File: config.mk
export PLATFORM = sky130hd
export DESIGN_NAME = err_inject_ctrl
export DESIGN_NICKNAME = d
export VERILOG_FILES = /design/src/rtl/eic_pkg.sv /design/src/rtl/eic_pin_sync.sv /design/src/rtl/eic_decade_rate.sv /design/src/rtl/eic_single_arm.sv /design/src/rtl/err_inject_ctrl.sv
export SDC_FILE = /design/constraint.sdc
export NUM_CORES = 1
export LEC_CHECK = 0
export ABC_AREA = 1
export BUFFER_PORTS_ARGS = -buffer_cell sky130_fd_sc_hd__buf_4
export CORE_ASPECT_RATIO = 1.75
export CORE_UTILIZATION = 54
export DETAILED_ROUTE_END_ITERATION = 10
export GPL_TIMING_DRIVEN = 1
export PLACE_DENSITY = 0.77
export SETUP_SLACK_MARGIN = 0.02
export SYNTH_ARGS = -nofsm -noshare
export SYNTH_HDL_FRONTEND = slang
export SYNTH_SLANG_ARGS = --single-unit
File: constraint.sdc
create_clock -name clk -period 1.9 [get_ports clk]
set_input_delay 0.095 -clock clk [delete_from_list [all_inputs] [get_ports clk]]
set_output_delay 0.095 -clock clk [all_outputs]
set_load 0.02 [all_outputs]
File: src/rtl/eic_pkg.sv
package eic_pkg;

   localparam int EIC_RATE_W = 3;
   localparam int EIC_RATE_N = 1 << EIC_RATE_W;

   // field value that disables rate-based insertion
   localparam logic [EIC_RATE_W-1:0] EIC_RATE_OFF = '0;

   // sources of a single-error request
   typedef struct packed {
      logic sw;
      logic pin;
   } eic_req_t;

   function automatic longint unsigned eic_pow10(input int unsigned e);
      longint unsigned p = 1;
      for (int unsigned i = 0; i < e; i++) p = p * 10;
      return p;
   endfunction

endpackage

File: src/rtl/eic_pin_sync.sv
module eic_pin_sync #(
   parameter int STAGES = 2
) (
   input  logic clk,
   input  logic rst_n,
   input  logic pin_i,
   output logic rise_o
);

   logic [STAGES-1:0] sh_q;
   logic              last_q;

   always_ff @(posedge clk) begin
      if (!rst_n) begin
         sh_q   <= '0;
         last_q <= 1'b0;
      end else begin
         sh_q   <= {sh_q[STAGES-2:0], pin_i};
         last_q <= sh_q[STAGES-1];
      end
   end

   assign rise_o = sh_q[STAGES-1] & ~last_q;

endmodule

File: src/rtl/eic_decade_rate.sv
module eic_decade_rate
   import eic_pkg::*;
#(
   parameter int MAX_EXP = 7
) (
   input  logic                  clk,
   input  logic                  rst_n,
   input  logic [EIC_RATE_W-1:0] rate_sel,
   input  logic                  bit_vld,
   output logic                  hit_o
);

   localparam int CNT_W = $clog2(eic_pow10(MAX_EXP));

   logic [CNT_W-1:0]      lim_tab [EIC_RATE_N];
   logic [CNT_W-1:0]      cnt_q;
   logic [CNT_W-1:0]      lim;
   logic [EIC_RATE_W-1:0] rate_q;
   logic                  restart;
   logic                  active;

   // terminal count per field value; values above MAX_EXP use MAX_EXP
   for (genvar k = 0; k < EIC_RATE_N; k++) begin : g_lim
      localparam int unsigned EXP_K = (k <= MAX_EXP) ? k : MAX_EXP;
      assign lim_tab[k] = CNT_W'(eic_pow10(EXP_K) - 1);
   end

   assign lim     = lim_tab[rate_q];
   assign restart = (rate_sel != rate_q);
   assign active  = (rate_q != EIC_RATE_OFF);
   assign hit_o   = bit_vld && !restart && active && (cnt_q == lim);

   always_ff @(posedge clk) begin
      if (!rst_n) begin
         rate_q <= EIC_RATE_OFF;
         cnt_q  <= '0;
      end else begin
         rate_q <= rate_sel;
         if (restart)
            cnt_q <= '0;
         else if (bit_vld && active)
            cnt_q <= (cnt_q == lim) ? '0 : cnt_q + 1'b1;
      end
   end

endmodule

File: src/rtl/eic_single_arm.sv
module eic_single_arm
   import eic_pkg::*;
(
   input  logic     clk,
   input  logic     rst_n,
   input  logic     single_en,
   input  eic_req_t req_i,
   input  logic     bit_vld,
   output logic     req_o,
   output logic     pend_o,
   output logic     fire_o
);

   logic pend_q;

   assign req_o  = single_en & (req_i.sw | req_i.pin);
   assign fire_o = pend_q & bit_vld & single_en;
   assign pend_o = pend_q;

   always_ff @(posedge clk) begin
      if (!rst_n)          pend_q <= 1'b0;
      else if (!single_en) pend_q <= 1'b0;
      else if (req_o)      pend_q <= 1'b1;
      else if (fire_o)     pend_q <= 1'b0;
   end

endmodule

File: src/rtl/err_inject_ctrl.sv
module err_inject_ctrl
   import eic_pkg::*;
#(
   parameter int MAX_EXP     = 7,
   parameter int SYNC_STAGES = 2,
   parameter int ERR_CNT_W   = 16,
   parameter bit COUNT_EN    = 1'b1
) (
   input  logic                  clk,
   input  logic                  rst_n,
   input  logic                  bit_in,
   input  logic                  bit_vld,
   input  logic [EIC_RATE_W-1:0] rate_sel,
   input  logic                  single_en,
   input  logic                  sw_strobe,
   input  logic                  pin_req,
   output logic                  bit_out,
   output logic [ERR_CNT_W-1:0]  err_cnt
);

   if (MAX_EXP < 1 || MAX_EXP > 7) begin : g_bad_exp
      $error("MAX_EXP must lie in 1..7");
   end
   if (SYNC_STAGES < 2) begin : g_bad_sync
      $error("SYNC_STAGES must be at least 2");
   end
   if (ERR_CNT_W < 1) begin : g_bad_cnt
      $error("ERR_CNT_W must be at least 1");
   end

   logic     pin_rise;
   logic     rate_hit;
   logic     single_fire;
   logic     req_w;
   logic     pend_w;
   logic     flip;
   eic_req_t req;

   eic_pin_sync #(.STAGES(SYNC_STAGES)) u_sync (
      .clk    (clk),
      .rst_n  (rst_n),
      .pin_i  (pin_req),
      .rise_o (pin_rise)
   );

   eic_decade_rate #(.MAX_EXP(MAX_EXP)) u_rate (
      .clk      (clk),
      .rst_n    (rst_n),
      .rate_sel (rate_sel),
      .bit_vld  (bit_vld),
      .hit_o    (rate_hit)
   );

   assign req.sw  = sw_strobe;
   assign req.pin = pin_rise;

   eic_single_arm u_arm (
      .clk       (clk),
      .rst_n     (rst_n),
      .single_en (single_en),
      .req_i     (req),
      .bit_vld   (bit_vld),
      .req_o     (req_w),
      .pend_o    (pend_w),
      .fire_o    (single_fire)
   );

   // both sources merge into one inversion
   assign flip    = rate_hit | single_fire;
   assign bit_out = bit_in ^ flip;

   if (COUNT_EN) begin : g_cnt
      logic [ERR_CNT_W-1:0] cnt_q;
      always_ff @(posedge clk) begin
         if (!rst_n)                  cnt_q <= '0;
         else if (flip && cnt_q != '1) cnt_q <= cnt_q + 1'b1;
      end
      assign err_cnt = cnt_q;
   end else begin : g_no_cnt
      assign err_cnt = '0;
   end

endmodule

==> flow_summary.json <==
{
  "place_hpwl_um": 6039,
  "ys_top_cells_by_count": "127 x nand2_1, 80 x nor2_1, 57 x inv_1",
  "synth-main-ff-cell": "dfxtp_1",
  "path_class": "reg2out",
  "cts.sinks": 47,
  "slew_viol_final": 0,
  "nets": 551,
  "drc": 0,
  "final_core_util_pct": 76.67,
  "drtPass1Iterations": 8,
  "ys_seq_area_share_pct": 32.58,
  "synth_edf_count": 0,
  "avgViaCountPerCell": 5.497,
  "synth_top_area_share_pct": 32.58,
  "pin_count": 27,
  "clk_latency_ns": 0.31,
  "drt_iter0_drc": 165,
  "fp-row-count": 34,
  "critPathCaptureType": "output port",
  "yosys.area.top_type": "dfxtp_1",
  "synth_cells": 467,
  "netlist_area_um2": 2888,
  "detail-route-antenna-nets": 0,
  "slew_headroom_pct": 67.27,
  "dieArea_um2": 5656,
  "start_kind": "flip-flop",
  "fmax_ghz": 0.4422,
  "crit_required_ns": 1.80,
  "crit_fanout": 6,
  "peakVddDrop_mv": 0.4164,
  "wirelength_um": 8644,
  "async_reset_ff_share_pct": 0,
  "ys_types": 29,
  "die_y_um": 98.74,
  "coreArea_um2": 5062,
  "root_buffer": "clkbuf_8",
  "cts_buffers": 5,
  "fin_hold_ws_ns": 0.001821,
  "worstMarginPinSlew_ns": 0.4864,
  "cap_violations": 0,
  "clkTransAtPathRegs_ns": 0.09,
  "antenna_found_initial": 0,
  "via_count": 3232,
  "grtUsageTotal_pct": 29.98,
  "grt_pass1_vias": 3036,
  "synth_most_common_cell": "nand2_1",
  "gp_congestion": 0.9998,
  "io_buffers": 26,
  "status": "finished with violations",
  "hold_violations": 0,
  "h-tree-depth": 2,
  "routedWlPerCell_um": 14.70,
  "rsz0062_at_grt": "true",
  "antenna_cells": 0,
  "area_delta_synth_final_pct": 34.40,
  "p_leak_nw": 1.776,
  "power_density_nw_per_um2": 495.4,
  "fin_ws_ns": -0.3614,
  "synth.avg_cell_area_um2": 6.184,
  "violations": "negative setup slack",
  "fin_crit_sh_pct": 119.0,
  "ys_warn_count": 0,
  "clk_path_buf_depth": 2,
  "finalPower_w": 0.001923,
  "drive_above_1_share_pct": 23.22,
  "setup_violations": 38,
  "cts_tree": "done",
  "dieWidth_um": 57.28,
  "start_util_pct": 57.04,
  "fin_crit_ns": 2.261,
  "grt_max_degree": 33,
  "arrival_ns": 2.17,
  "grt_overflow": 0,
  "synthesis.nets": 485,
  "synthTopCellsByArea": "dfxtp_1 33%, nand2_1 17%, nor2_1 10%",
  "grt_pass1_wl_um": 13290,
  "min-delay-path-class": "in2reg",
  "clock-skew-final_ns": 0.009715,
  "ys_ff_latch": 47
}
## kinds of logic after synthesis
| family | Yosys count | synth area share (%) |
|---|---|---|
| xor gates and xnor gates | 16 | 4.853 |
| buffers and inverters | 72 | 10.57 |
| AOI/OAI and AO/OA | 41 | 7.539 |
| DFF | 47 | 32.58 |
| and+or+nand+nor | 283 | 40.99 |
| adders and majority gates | 8 | 3.466 |
## report_power, final
group          leakage, nW  internal, W  total, W  switching (W)
Sequential           0.381     0.000992   0.00100      0.0000116
Combinational         1.35     0.000137  0.000292       0.000155
Clock               0.0483     0.000260  0.000627       0.000367
Total                 1.78      0.00139   0.00192       0.000533
## cell type report
class | instances | area, µm²
clock buffer | 5 | 68.82
clock inverter | 3 | 18.77
multi-input combinational | 348 | 1858
inverter | 60 | 235.2
fill | 389 | 1181
timing repair buffer | 71 | 683.2
sequential | 47 | 949.7
tap | 54 | 67.56
## worst paths after layout
kind,startpoint,endpoint,slack [ns],cells past startpoint
worst min register to register,u_sync.sh_q[0],u_sync.sh_q[1],0.42,2
worst max register to register,u_rate.rate_q[1],err_cnt[9],-0.22,15
worst max-delay path,u_rate.rate_q[1],bit_out,-0.36,13
worst min-delay path,rate_sel[1],u_rate.rate_q[1],0.002,3
## cell usage in the layout (no fill, tap or decap), types with 2 or more instances in the layout
cell | netlist | final
nand2_4 | 0 | 3
clkbuf_8 | 0 | 5
inv_1 | 57 | 53
inv_2 | 3 | 5
nor3_1 | 9 | 9
dfxtp_1 | 47 | 44
ha_1 | 8 | 2
a21oi_2 | 0 | 2
buf_4 | 2 | 55
dlygate4sd3_1 | 0 | 3
nor2_1 | 80 | 73
xor2_1 | 12 | 10
buf_6 | 3 | 4
clkbuf_16 | 0 | 3
clkinv_2 | 0 | 2
ha_4 | 0 | 6
o21ai_2 | 0 | 3
nand4_1 | 6 | 6
nor2_2 | 0 | 6
inv_6 | 0 | 3
dfxtp_4 | 0 | 2
o22ai_1 | 2 | 2
nand2_1 | 127 | 116
nor4_1 | 6 | 5
nand2_2 | 3 | 11
o21ai_0 | 14 | 11
nand3_1 | 48 | 47
xnor2_1 | 4 | 4
a21oi_1 | 20 | 18
buf_12 | 0 | 6
## metal layers
layer	share of wire [%]	global-route usage, %
met1	36	30.30
met2	55	57.19
met3	3.8	3.806
met4	5.8	16.14
met5	0	0
## metrics by stage
step           std cells  setup TNS (ns)  setup WS [ns]  cell area [µm²]
2_1_floorplan        467               0        0.07266             2909
3_3_place_gp         569          -3.462        -0.2209             3410
3_5_place_dp         569          -3.736        -0.2314             3410
4_1_cts              584          -2.088        -0.3184             3650
5_1_grt              588          -7.845        -0.4664             3881
6_report             588          -4.687        -0.3614             3881
## registers in the layout (all words and copies together) (netlist names)
name and count:
err_cnt 16, u_rate.rate_q 3, u_rate.cnt_q 24, u_sync.last_q 1, u_sync.sh_q 2, u_arm.pend_o 1
## what timing repair did
item	4_1_cts	5_1_grt
resized for setup	24	40
endpoints found under the hold margin	3	0
pin swaps	10	22
buffers inserted	4	3
gates cloned	0	3
hold buffers	3	0
setup endpoints to repair	39	41
## worst max-delay path, cell delays in order, from the launching register on
cell and delay, ns:
dfxtp_4 0.44, buf_12 0.12, ha_4 0.13, nand2_4 0.07, o21ai_4 0.18, nand2_1 0.08
nor2_1 0.10, nand2_1 0.06, nor2_1 0.13, nand3_1 0.10, nand2_2 0.10, buf_12 0.11
xor2_4 0.12, buf_6 0.13
Note: power is estimated with default switching activity, not from simulation.
